### config.mk
export PLATFORM = sky130hd
export DESIGN_NAME = sram_burst_ctl
export DESIGN_NICKNAME = d
export VERILOG_FILES = /design/src/rtl/sbc_pkg.sv /design/src/rtl/sbc_strobe_dec.sv /design/src/rtl/sbc_burst_addr.sv /design/src/rtl/sbc_array.sv /design/src/rtl/sram_burst_ctl.sv
export SDC_FILE = /design/constraint.sdc
export NUM_CORES = 1
export LEC_CHECK = 0
export ABC_AREA = 0
export BUFFER_PORTS_ARGS = -buffer_cell sky130_fd_sc_hd__buf_2
export CORE_UTILIZATION = 59
export CTS_CLUSTER_SIZE = 24
export DETAILED_ROUTE_END_ITERATION = 10
export MAX_ROUTING_LAYER = met4
export PLACE_DENSITY_LB_ADDON = 0.3
export RECOVER_POWER = 25
export SYNTH_ARGS = -nofsm -noshare
export SYNTH_HDL_FRONTEND = slang
export SYNTH_SLANG_ARGS = --single-unit
### constraint.sdc
create_clock -name clk -period 4.3 [get_ports clk]
set_input_delay 0.215 -clock clk [delete_from_list [all_inputs] [get_ports clk]]
set_output_delay 0.215 -clock clk [all_outputs]
set_load 0.005 [all_outputs]
### src/rtl/sbc_pkg.sv
package sbc_pkg;
    typedef enum logic [1:0] {
        ST_DESEL = 2'd0,
        ST_READ  = 2'd1,
        ST_WRITE = 2'd2,
        ST_SLEEP = 2'd3
    } sbc_state_t;
endpackage

### src/rtl/sbc_strobe_dec.sv
module sbc_strobe_dec (
    input  logic cs1_n,
    input  logic cs2,
    input  logic cs3_n,
    input  logic astb_p_n,
    input  logic astb_c_n,
    output logic start,
    output logic sel
);
    logic proc_ok;
    logic ctrl_ok;

    always_comb begin
        // Processor strobe only counts while chip enable 1 is low.
        proc_ok = !astb_p_n && !cs1_n;
        // Controller strobe acts only when no processor strobe is acted on.
        ctrl_ok = !astb_c_n && !proc_ok;
        start   = proc_ok || ctrl_ok;
        sel     = !cs1_n && cs2 && !cs3_n;
    end
endmodule

### src/rtl/sbc_burst_addr.sv
module sbc_burst_addr #(
    parameter int AW = 6,
    parameter int BW = 2
) (
    input  logic          clk,
    input  logic          rst_n,
    input  logic          load,
    input  logic          adv,
    input  logic [AW-1:0] addr_in,
    output logic [AW-1:0] eff_addr
);
    localparam int HW = AW - BW;

    logic [HW-1:0] hi_q;
    logic [BW-1:0] cnt_q;
    logic [BW-1:0] cnt_nx;

    always_comb begin
        if (load) begin
            cnt_nx   = addr_in[BW-1:0];
            eff_addr = addr_in;
        end else begin
            cnt_nx   = adv ? cnt_q + BW'(1) : cnt_q;
            eff_addr = {hi_q, cnt_nx};
        end
    end

    always_ff @(posedge clk or negedge rst_n) begin
        if (!rst_n) begin
            hi_q  <= '0;
            cnt_q <= '0;
        end else begin
            if (load) hi_q <= addr_in[AW-1:BW];
            cnt_q <= cnt_nx;
        end
    end

    // a load takes the low address bits
    a_r4_load: assert property (@(posedge clk) disable iff (!rst_n)
        load |=> cnt_q == $past(addr_in[BW-1:0]));
    // an advance steps by one, wrapping modulo the burst length
    a_r4_wrap: assert property (@(posedge clk) disable iff (!rst_n)
        (adv && !load) |=> cnt_q == $past(cnt_q) + BW'(1));
    // no load and no advance keeps the burst position
    a_r5_hold: assert property (@(posedge clk) disable iff (!rst_n)
        (!adv && !load) |=> ($stable(cnt_q) && $stable(hi_q)));
endmodule

### src/rtl/sbc_array.sv
module sbc_array #(
    parameter int AW = 6,
    parameter int DW = 8
) (
    input  logic          clk,
    input  logic          rst_n,
    input  logic          wr_en,
    input  logic          rd_en,
    input  logic [AW-1:0] addr,
    input  logic [DW-1:0] wdata,
    output logic [DW-1:0] rdata
);
    localparam int DEPTH = 1 << AW;

    logic [DW-1:0] mem [DEPTH];
    logic [DW-1:0] rd_q;

    always_ff @(posedge clk) begin
        if (wr_en) mem[addr] <= wdata;
    end

    always_ff @(posedge clk or negedge rst_n) begin
        if (!rst_n)     rd_q <= '0;
        else if (rd_en) rd_q <= mem[addr];
    end

    assign rdata = rd_q;

    // a cycle is either a read or a write, never both
    a_r7_one_op: assert property (@(posedge clk) disable iff (!rst_n)
        !(wr_en && rd_en));
endmodule

### src/rtl/sram_burst_ctl.sv
module sram_burst_ctl
    import sbc_pkg::*;
#(
    parameter int AW = 6,
    parameter int DW = 8
) (
    input  logic          clk,
    input  logic          rst_n,
    input  logic          cs1_n,
    input  logic          cs2,
    input  logic          cs3_n,
    input  logic          astb_p_n,
    input  logic          astb_c_n,
    input  logic          adv_n,
    input  logic          we_n,
    input  logic          oe_n,
    input  logic          sleep,
    input  logic [AW-1:0] addr,
    input  logic [DW-1:0] dq_in,
    output logic [DW-1:0] dq_out,
    output logic          dq_drive
);
    localparam int BURST_BITS = 2;

    sbc_state_t    state_q;
    sbc_state_t    state_nx;
    logic          start;
    logic          sel;
    logic          load;
    logic          adv_go;
    logic          hold_rd;
    logic          arr_wr;
    logic          arr_rd;
    logic          in_burst;
    logic [AW-1:0] eff_addr;
    logic [DW-1:0] rd_data;

    sbc_strobe_dec u_dec (
        .cs1_n    (cs1_n),
        .cs2      (cs2),
        .cs3_n    (cs3_n),
        .astb_p_n (astb_p_n),
        .astb_c_n (astb_c_n),
        .start    (start),
        .sel      (sel)
    );

    sbc_burst_addr #(.AW(AW), .BW(BURST_BITS)) u_addr (
        .clk      (clk),
        .rst_n    (rst_n),
        .load     (load),
        .adv      (adv_go),
        .addr_in  (addr),
        .eff_addr (eff_addr)
    );

    sbc_array #(.AW(AW), .DW(DW)) u_arr (
        .clk   (clk),
        .rst_n (rst_n),
        .wr_en (arr_wr),
        .rd_en (arr_rd),
        .addr  (eff_addr),
        .wdata (dq_in),
        .rdata (rd_data)
    );

    // Next-state and cycle controls
    always_comb begin
        in_burst = (state_q == ST_READ) || (state_q == ST_WRITE);
        load     = !sleep && start && sel;
        adv_go   = !sleep && !start && !adv_n && in_burst;
        hold_rd  = !sleep && !start && adv_n && (state_q == ST_READ);
        arr_wr   = (load || adv_go) && !we_n;
        arr_rd   = ((load || adv_go) && we_n) || hold_rd;
        state_nx = state_q;
        if (sleep) begin
            state_nx = ST_SLEEP;                                // doze
        end else if (start) begin
            if (sel) state_nx = we_n ? ST_READ : ST_WRITE;      // select-read / select-write
            else     state_nx = ST_DESEL;                       // deselect
        end else if (adv_go) begin
            state_nx = we_n ? ST_READ : ST_WRITE;               // advance-read / advance-write
        end else begin
            unique case (state_q)
                ST_SLEEP: state_nx = ST_DESEL;                  // wake
                ST_DESEL: state_nx = ST_DESEL;
                ST_READ:  state_nx = ST_READ;                   // suspend
                ST_WRITE: state_nx = ST_WRITE;                  // suspend
                default:  state_nx = ST_DESEL;
            endcase
        end
    end

    // State register
    always_ff @(posedge clk or negedge rst_n) begin
        if (!rst_n) state_q <= ST_DESEL;
        else        state_q <= state_nx;
    end

    // Outputs: output enable acts without a clock, gated by the state
    always_comb begin
        dq_drive = (state_q == ST_READ) && !oe_n;
        dq_out   = dq_drive ? rd_data : '0;
    end

    // output enable high always releases the bus
    a_r8_oe_release: assert property (@(posedge clk) disable iff (!rst_n)
        oe_n |-> !dq_drive);
    // nothing is driven while deselected, including the strobe cycle out of it
    a_r8_first_blank: assert property (@(posedge clk) disable iff (!rst_n)
        (state_q == ST_DESEL) |-> !dq_drive);
    // a strobe that finds the device deselected turns the output off
    a_r2_desel_off: assert property (@(posedge clk) disable iff (!rst_n)
        (!sleep && start && !sel) |=> !dq_drive);
    // an unqualified processor strobe alone leaves the state unchanged
    a_r3_proc_ignored: assert property (@(posedge clk) disable iff (!rst_n)
        (!sleep && cs1_n && !astb_p_n && astb_c_n && adv_n && state_q != ST_SLEEP)
            |=> state_q == $past(state_q));
    // sleep forces the low-activity state and disables writes
    a_r9_doze: assert property (@(posedge clk) disable iff (!rst_n)
        sleep |=> (state_q == ST_SLEEP && !dq_drive));
    a_r9_no_write: assert property (@(posedge clk) disable iff (!rst_n)
        sleep |-> !arr_wr);
endmodule

==> results.sh, run 1 <==
export IMPL_status="finished with violations"
export IMPL_violations="capacitance limit, slew limit"
export IMPL_cts_tree="yes"
export IMPL_slowest_delay_ps=550
export IMPL_worst_path_dominant_cell_family="compound AO/OA/AOI/OAI gates"
export IMPL_final_max_slew_viol_count=455
export IMPL_grt_overflow=0
export IMPL_worst_endpoint_required_ps=4780
export IMPL_die_w_microns=190
export IMPL_placed_cells=1892
export IMPL_fp_row_count=68
export IMPL_gp_congestion=0.989
export IMPL_syn_area_sq_um=20900
export IMPL_finalWirelength_microns=60700
export IMPL_cts_buffers=52
export IMPL_cpMaxStageDelayCell="or4b_4"
export IMPL_hold_viol_final=0
export IMPL_grt_max_degree=65
export IMPL_min_period_ps=4110
export IMPL_cp_max_fo=24
export IMPL_first_pass_iters=5
export IMPL_post_cts_resized=0
export IMPL_timing_fmax_mhz=243
export IMPL_multi_input_area_sq_um=4710
export IMPL_drive_above_1_share=0.201
export IMPL_io_buffers=33
export IMPL_stdcell_count=1992
export IMPL_antenna_found_initial=0
export IMPL_synth_edf_count=512
export IMPL_die_h_microns=190
export IMPL_r2r_start="state_q[0]"
export IMPL_pin_count=34
export IMPL_total_power_mw=13.5
export IMPL_ys_top_cells_by_area="edfxtp_1 (74%), a221oi_1 (2.8%), nand2_1 (2.5%), dfrtp_1 (1.9%), nor2_1 (1.7%)"
export IMPL_clkLatencyLatePin_ps=610
export IMPL_r2r_slack_ps=190
export IMPL_yosysWarnings=0
export IMPL_track_usage=0.352
export IMPL_worstHoldEndpoint="u_addr.hi_q[2]"
export IMPL_cp_end_kind="flop"
export IMPL_worst_clock_skew_ps=41.6
export IMPL_postRouteAntennaNets=0
export IMPL_whs_ps=106
export IMPL_syn_inst=1325
export IMPL_rsz0062_at_grt="no"
export IMPL_ys_seq_area_frac=0.757
export IMPL_worst_pin_slew_ps=3420
export IMPL_dp_hpwl_microns=37500
export IMPL_drv_cap=7
export IMPL_synth_seq_cells=528
export IMPL_syn2layout_area_growth_pct=15.8
export IMPL_post_route_drc_count=0
export IMPL_cts_root_buf="clkbuf_16"
export IMPL_cpMostUsedCell="buf_4"
export IMPL_path_cells="inv_1 > ha_1 > or4b_4 > o21a_1 > o31ai_4 > inv_4 > buf_4 > buf_4 > nand2_1 > a21oi_1 > a211oi_1 > o211ai_1 > nand4_1 > a41oi_1"
export IMPL_grt_pass1_wl_microns=87600
export IMPL_post_cts_buffers=0
export IMPL_first_global_vias=13200
export IMPL_critical_path_arrival_ps=4580
export IMPL_ir_drop_mv=0.393
export IMPL_synth_nets=1353
export IMPL_wl_per_cell_microns=30.5
export IMPL_vias=13800
export IMPL_fin_util=0.697
export IMPL_synth_flop_cell="edfxtp_1"
export IMPL_fillers=2213
export IMPL_design_core_area_sq_um=34600
export IMPL_rr_worst_depth=14
export IMPL_yosysUniqueCellTypes=67
export IMPL_synth_top_area_cell="edfxtp_1"
export IMPL_drt_initial_drc_count=2470
export IMPL_start_util=0.602
export IMPL_htree_num_levels=2
export IMPL_path_depth=14
export IMPL_setup_viol=0
export IMPL_min_delay_start="addr[4]"
export IMPL_p_leak_nw=8.10
export IMPL_hold_path_depth=4
export IMPL_synth_most_common_cell="edfxtp_1"
export IMPL_clk_pin_slew_ps=70
export IMPL_setup_tns_ps=0
export IMPL_async_reset_ff_frac=0.0303
export IMPL_relSlewSlack=-1.28
export IMPL_finalCritPeriodShare=0.955
export IMPL_start_kind="flop"
export IMPL_min_path_type="in2reg"
export IMPL_dieArea_sq_um=36100
export IMPL_ff_latch_area_sq_um=15800
export IMPL_cts_sinks=528
export IMPL_timing_rr_end="u_arr.rdata[3]"
export IMPL_synth_area_per_cell_sq_um=15.7
export IMPL_path_buf_inv=4
export IMPL_via_per_inst=6.95
export IMPL_cts_buffer_depth=3
export IMPL_critPathKind="reg2reg"
export IMPL_yosys_area_top_type_share=0.737
export IMPL_power_density_nw_per_um2=561
export IMPL_nets=1523
export IMPL_synthTopCellsByCount="edfxtp_1 (512), nand2_1 (138), nor2_1 (94)"
==> per-layer routing <==
metal,global-route usage,vias up,share of wire
met5,-,-,0
met4,0.143,0,0.047
met3,0.0930,212,0.14
met2,0.507,1176,0.44
met1,0.480,6792,0.37
li1,-,5656,-
==> worst min-delay path, cell delays in order <==
cell,delay [ps]
buf_2,110
mux2i_1,70
buf_4,160
inv_1,100
==> logic make-up after synthesis <==
logic type / after synthesis / share of synthesized area
AO/OA/AOI/OAI: 342 / 0.122
adder cells (fa/ha/maj): 3 / 0.00180
buffers and inverters: 85 / 0.0200
flip-flops: 528 / 0.757
multiplexers: 65 / 0.0368
AND/OR/NAND/NOR: 302 / 0.0634
==> how the worst max path moves through the flow <==
stage          startpoint               end  slack [ps]
2_1_floorplan  state_q[0]  u_arr.mem[16][0]         940
3_3_place_gp   state_q[0]    u_arr.rdata[1]         380
3_5_place_dp   state_q[0]    u_arr.rdata[1]         290
4_1_cts        state_q[0]    u_arr.rdata[1]         230
5_1_grt        state_q[0]    u_arr.rdata[3]          30
6_report       state_q[0]    u_arr.rdata[3]         190
==> where the power goes <==
| group | switching (mW) | internal, mW |
|---|---|---|
| Sequential | 0.0664 | 5.72 |
| Clock | 1.90 | 2.61 |
| Combinational | 2.20 | 1.04 |
==> registers in the layout (all words and copies together) (netlist names) <==
register      count
state_q           2
u_arr.rdata       8
u_arr.mem       512
u_addr.hi_q       4
u_addr.cnt_q      2
==> final cells by class <==
class / count / share of cell area
Antenna cell: 1 / 0.000104
Clock buffer: 64 / 0.0566
Multi-Input combinational cell: 712 / 0.195
Clock inverter: 31 / 0.0125
Sequential cell: 528 / 0.653
Tap cell: 455 / 0.0236
Inverter: 10 / 0.00171
Timing Repair Buffer: 191 / 0.0573
==> what timing repair did <==
action | 4_1_cts | 5_1_grt
hold buffers | 4 | 0
endpoints found under the hold margin | 18 | 0
endpoints found under the setup margin | 0 | 1
==> cells in the final DEF, fill, tap and decap left out, types with 25 or more instances in the layout <==
master	n
edfxtp_1	512
a22oi_1	29
nand2_1	138
nand3_1	27
mux2i_1	25
clkbuf_16	53
o21ai_0	33
buf_4	143
mux2_2	28
a221oi_1	66
nor2_1	93
o211ai_1	27
a21oi_1	70
buf_2	32
==> per-stage QoR <==
stage / setup slack [ps] / instance area [sq um]
4_1_cts: 229 / 24200
3_3_place_gp: 378 / 22500
3_5_place_dp: 286 / 22500
5_1_grt: 34.0 / 24100
6_report: 192 / 24100
2_1_floorplan: 945 / 20900
Note: power is estimated with default switching activity, not from simulation.
==> inputs of run 2 (changes only) <==
CORE_MARGIN = 5   (was unset)
CORE_UTILIZATION = 56   (was 59)
clock period = 3.6 ns   (was 4.3 ns; I/O delays follow)
==> run 2 against run 1 <==
Compared with the run above: the run ends with capacitance limit, slew limit, setup timing left; non-clock buffer count up 46; combinational power up 37%; global-route usage down 4.3 points; final cell count up 3.0%; sequential cell count unchanged; worst setup slack worse by 210 ps; highest routed layer unchanged.
==> results.sh, run 2 (synthesis results as in run 1) <==
export IMPL_status="finished with violations"
export IMPL_violations="capacitance limit, slew limit, setup timing"
export IMPL_worst_clock_skew_ps=28.7
export IMPL_total_power_mw=16.6
export IMPL_wl_per_cell_microns=31.0
export IMPL_cp_end_kind="flop"
export IMPL_fp_row_count=70
export IMPL_path_cells="inv_2 > ha_4 > or4b_4 > nor3_4 > o31ai_4 > bufinv_8 > buf_4 > nor2_1 > buf_4 > a221oi_4 > a21oi_2 > o211ai_1 > a41oi_2"
export IMPL_via_per_inst=6.92
export IMPL_min_period_ps=3620
export IMPL_hold_viol_final=0
export IMPL_relSlewSlack=-0.719
export IMPL_setup_viol=1
export IMPL_critPathKind="reg2reg"
export IMPL_syn2layout_area_growth_pct=19.5
export IMPL_first_pass_iters=6
export IMPL_clkLatencyLatePin_ps=590
export IMPL_grt_max_degree=52
export IMPL_antenna_cells=0
export IMPL_rsz0062_at_grt="yes"
export IMPL_cp_max_fo=9
export IMPL_hold_path_depth=4
export IMPL_cpMostUsedCell="buf_4"
export IMPL_rr_worst_depth=13
export IMPL_first_global_vias=13700
export IMPL_cts_sinks=528
export IMPL_fin_util=0.679
export IMPL_final_max_slew_viol_count=283
export IMPL_drv_cap=7
export IMPL_slowest_delay_ps=570
export IMPL_min_delay_start="adv_n"
export IMPL_cpMaxStageDelayCell="or4b_4"
export IMPL_min_path_type="in2reg"
export IMPL_worst_pin_slew_ps=2580
export IMPL_start_util=0.568
export IMPL_nets=1570
export IMPL_ir_drop_mv=0.658
export IMPL_start_kind="flop"
export IMPL_r2r_slack_ps=-20
export IMPL_r2r_start="state_q[0]"
export IMPL_setup_tns_ps=-22.5
export IMPL_postRouteAntennaNets=0
export IMPL_p_leak_nw=8.43
export IMPL_whs_ps=152
export IMPL_post_place_ws_ps=-139
export IMPL_finalWirelength_microns=63500
export IMPL_gp_congestion=0.985
export IMPL_final_cell_mix="edfxtp_1 (512), buf_4 (174), nand2_1 (136), nor2_1 (91), a21oi_1 (68)"
export IMPL_pin_count=34
export IMPL_largest_register="u_arr.mem"
export IMPL_grt_pass1_wl_microns=91100
export IMPL_critical_path_arrival_ps=4040
export IMPL_worstHoldEndpoint="state_q[1]"
export IMPL_htree_num_levels=2
export IMPL_post_route_drc_count=0
export IMPL_cts_buffers=51
export IMPL_largest_register_ffs=512
export IMPL_antenna_found_initial=0
export IMPL_die_w_microns=203
export IMPL_drive_above_1_share=0.239
export IMPL_dp_hpwl_microns=39000
export IMPL_io_buffers=33
export IMPL_design_core_area_sq_um=36700
export IMPL_dieArea_sq_um=41200
export IMPL_timing_rr_end="u_arr.rdata[3]"
export IMPL_worst_endpoint_required_ps=4020
export IMPL_cts_buffer_depth=3
export IMPL_clk_pin_slew_ps=60
export IMPL_die_h_microns=203
export IMPL_drt_initial_drc_count=2476
export IMPL_power_density_nw_per_um2=668
export IMPL_vias=14200
export IMPL_finalWorstSetupSlack_ps=-22.5
export IMPL_track_usage=0.310
export IMPL_finalCritPeriodShare=1.01
export IMPL_layout_commonest_cell="edfxtp_1"
export IMPL_cts_tree="yes"
export IMPL_grt_overflow=0
export IMPL_cts_root_buf="clkbuf_16"
export IMPL_timing_fmax_mhz=276
[run 2: worst max path at each step]
stage	slack, ps	cells after the start	startpoint	to
floorplan	240	10	state_q[0]	u_arr.mem[16][0]
global placement	-100	13	state_q[0]	u_arr.rdata[3]
detailed placement	-140	13	state_q[0]	u_arr.rdata[3]
CTS	20	12	state_q[0]	u_arr.rdata[3]
global route	-80	13	state_q[0]	u_arr.rdata[3]
finish	-20	13	state_q[0]	u_arr.rdata[3]
[run 2: timing repair]
item / in CTS / in global routing
hold endpoints to repair: 20 / 0
hold buffers: 6 / 0
buffers inserted: 4 / 11
setup endpoints to repair: 14 / 136
pin swaps: 6 / 10
cloned: 1 / 4
resized for setup: 17 / 37
[run 2: area by class of cell]
class,instances,area (sq um)
inverters,10,57.6
fillers,2438,11800
clock inverters,28,287
flip-flops and latches,528,15800
repair buffers,237,1940
multi-input cells,713,4890
repair inverters,1,6.26
well taps,468,586
clock buffers,67,1380
[run 2: report_power, final]
part           switching, mW  internal (mW)
Clock                   2.24           3.07
Combinational           2.83           1.62
Sequential            0.0639           6.82
[run 2: critical path: cells and delay by family (launching register included)]
kind | cells | cell delay (ps)
and+or+nand+nor | 3 | 910
adders and majority gates | 1 | 200
AOI/OAI and AO/OA | 5 | 1220
buffers and inverters | 4 | 730
DFF | 1 | 400
[run 2: per-layer routing]
metal / wire length, microns / GRT usage / part of all wire
met1: 22800 / 0.423 / 0.36
met3: 8780 / 0.0688 / 0.14
met5: 0 / - / 0
met4: 3030 / 0.127 / 0.048
met2: 28900 / 0.459 / 0.46
[run 2: metrics by stage]
stage                     std cells  instance area [sq um]
after detailed placement       1932                  22800
after floorplan                1325                  20900
after global placement         1932                  22800
after global routing           2052                  24900
final                          2052                  24900
after CTS                      2038                  24600
==> inputs of run 3 (changes only) <==
CORE_UTILIZATION = 59   (was 56)
SKIP_CTS_REPAIR_TIMING = 1   (was unset)
clock period = 3.5 ns   (was 3.6 ns; I/O delays follow)
==> run 3 against run 2 <==
Compared with the run above: the flow still finishes with violations (capacitance limit, slew limit, setup timing); clock power fell by 3%; routed wire length decreased by 2.2%; worst setup slack lost 41 ps; clock skew is 14 ps lower; critical path type unchanged; largest power group unchanged.
==> results.sh, run 3 (synthesis results as in run 1) <==
export IMPL_status="finished with violations"
export IMPL_violations="capacitance limit, slew limit, setup timing"
export IMPL_gr_max_usage_layer="met2"
export IMPL_relSlewSlack=-0.343
export IMPL_die_h_microns=198
export IMPL_ir_drop_mv=0.507
export IMPL_power_internal_mw=11.6
export IMPL_first_pass_iters=9
export IMPL_startpoint="state_q[0]"
export IMPL_design_area_sq_um=24800
export IMPL_cp_end_kind="flop"
export IMPL_nets=1574
export IMPL_dieArea_sq_um=39200
export IMPL_wl_per_cell_microns=30.5
export IMPL_final_max_slew_viol_count=217
export IMPL_placedInstanceArea_sq_um=23000
export IMPL_first_global_vias=13600
export IMPL_drt_initial_drc_count=2428
export IMPL_die_w_microns=198
export IMPL_pwr_share_clk=0.307
export IMPL_min_period_ps=3560
export IMPL_hold_viol_final=0
export IMPL_rsz0062_at_grt="yes"
export IMPL_gr_usage_met2=0.502
export IMPL_worst_path_dominant_cell_family="compound AO/OA/AOI/OAI gates"
export IMPL_antenna_cells=0
export IMPL_critPathKind="reg2reg"
export IMPL_cts_buffer_depth=3
export IMPL_slowest_delay_ps=530
export IMPL_drive_above_1_share=0.240
export IMPL_worst_endpoint_required_ps=3940
export IMPL_path_cells="inv_2 > ha_4 > or4b_4 > o21a_4 > o31ai_4 > inv_4 > buf_12 > buf_4 > mux2_2 > a221oi_4 > o221ai_1 > and3_1 > a31oi_1 > a41oi_1"
export IMPL_r2r_slack_ps=-60
export IMPL_grt_overflow=0
export IMPL_min_delay_start="addr[5]"
export IMPL_setup_viol=12
export IMPL_p_leak_nw=8.40
export IMPL_r2r_start="state_q[0]"
export IMPL_met3_usage=0.0715
export IMPL_antenna_found_initial=0
export IMPL_largest_register="u_arr.mem"
export IMPL_cts_root_buf="clkbuf_16"
export IMPL_finalWorstSetupSlack_ps=-63.1
export IMPL_grt_max_degree=43
export IMPL_postRouteAntennaNets=0
export IMPL_stdcell_count=2039
export IMPL_p_sw_mw=5.16
export IMPL_cts_sinks=528
export IMPL_htree_num_levels=2
export IMPL_use_met1=0.424
export IMPL_worst_clock_skew_ps=15.1
export IMPL_fin_util=0.716
export IMPL_drv_cap=6
export IMPL_syn2layout_area_growth_pct=19.1
export IMPL_cts_buffers=51
export IMPL_path_buf_inv=4
export IMPL_start_kind="flop"
export IMPL_final_cell_mix="edfxtp_1 (512), buf_4 (183), nand2_1 (138), nor2_1 (91), a21oi_1 (67)"
export IMPL_design_core_area_sq_um=34700
export IMPL_clkLatencyLatePin_ps=590
export IMPL_fp_row_count=68
export IMPL_power_density_nw_per_um2=675
export IMPL_cts_tree="yes"
export IMPL_start_util=0.601
export IMPL_setup_tns_ps=-161
export IMPL_worst_pin_slew_ps=2010
export IMPL_gp_congestion=0.997
export IMPL_timing_fmax_mhz=281
export IMPL_post_route_drc_count=0
export IMPL_combPwrFrac=0.271
export IMPL_cp_max_fo=11
export IMPL_finalWirelength_microns=62100
export IMPL_grt_pass1_wl_microns=89700
export IMPL_clk_pin_slew_ps=60
export IMPL_seqPwrFrac=0.423
export IMPL_io_buffers=33
export IMPL_vias=14000
export IMPL_layout_commonest_cell="edfxtp_1"
export IMPL_via_per_inst=6.86
export IMPL_finalCritPeriodShare=1.02
export IMPL_min_path_type="in2reg"
export IMPL_whs_ps=100
export IMPL_critical_path_arrival_ps=4000
export IMPL_track_usage=0.324
export IMPL_placed_cells=1936
export IMPL_dp_hpwl_microns=39200
export IMPL_largest_register_ffs=512
export IMPL_pin_count=34
export IMPL_switching_share=0.307
export IMPL_cpMaxStageDelayCell="or4b_4"
-- run 3: cell count changes in the layout (fill, tap and decap cells not counted), moves of 3 or more --
| cell | delta |
|---|---|
| a221oi_2 | +5 |
| buf_12 | +8 |
| a221oi_1 | -5 |
| buf_6 | -3 |
| clkbuf_1 | +6 |
| clkinv_2 | -5 |
| buf_4 | +9 |
| bufinv_16 | -3 |
| dlygate4sd3_1 | -3 |
| clkinv_4 | -4 |
-- run 3: final timing paths --
check,to,cells after the start
max in group asynchronous,u_addr.hi_q[2],2
hold reg to reg,u_arr.rdata[1],2
setup / recovery,u_arr.rdata[3],14
hold / removal,u_addr.hi_q[3],3
setup reg to reg,u_arr.rdata[3],14
min in group asynchronous,u_addr.hi_q[3],2
-- run 3: cell type report --
| type | instances | area (sq um) |
|---|---|---|
| sequential | 528 | 15800 |
| fill | 2168 | 9870 |
| multi-input combinational | 712 | 4910 |
| timing repair buffer | 243 | 2020 |
| clock buffer | 73 | 1400 |
| tap | 455 | 569 |
| clock inverter | 18 | 133 |
| inverter | 10 | 41.3 |
-- run 3: routing by layer --
metal | up-vias | part of all wire
met1 | 6873 | 0.35
li1 | 5761 | -
met4 | 0 | 0.050
met5 | - | 0
met2 | 1139 | 0.47
met3 | 220 | 0.13
-- run 3: power groups by stage --
| stage | logic (mW) | registers [mW] | clock network (mW) |
|---|---|---|---|
| floorplan | 2.12 | 7.17 | 0 |
| global placement | 4.10 | 7.22 | 0 |
| detailed placement | 4.14 | 7.21 | 0 |
| CTS | 4.19 | 7.08 | 5.17 |
| global route | 4.68 | 7.08 | 5.46 |
| finish | 4.54 | 7.09 | 5.15 |
-- run 3: worst register-to-register path: stages, from the launching register on --
cell and delay, ps:
dfrtp_1 400, inv_2 80, ha_4 200, or4b_4 530, o21a_4 230, o31ai_4 280
inv_4 130, buf_12 180, buf_4 160, mux2_2 290, a221oi_4 290, o221ai_1 190
and3_1 210, a31oi_1 130, a41oi_1 120
-- run 3: per-stage QoR --
step	setup slack, ps	power (mW)
6_report	-63.1	16.8
5_1_grt	-176	17.2
4_1_cts	-374	16.4
3_5_place_dp	-253	11.4
3_3_place_gp	-114	11.3
2_1_floorplan	145	9.29
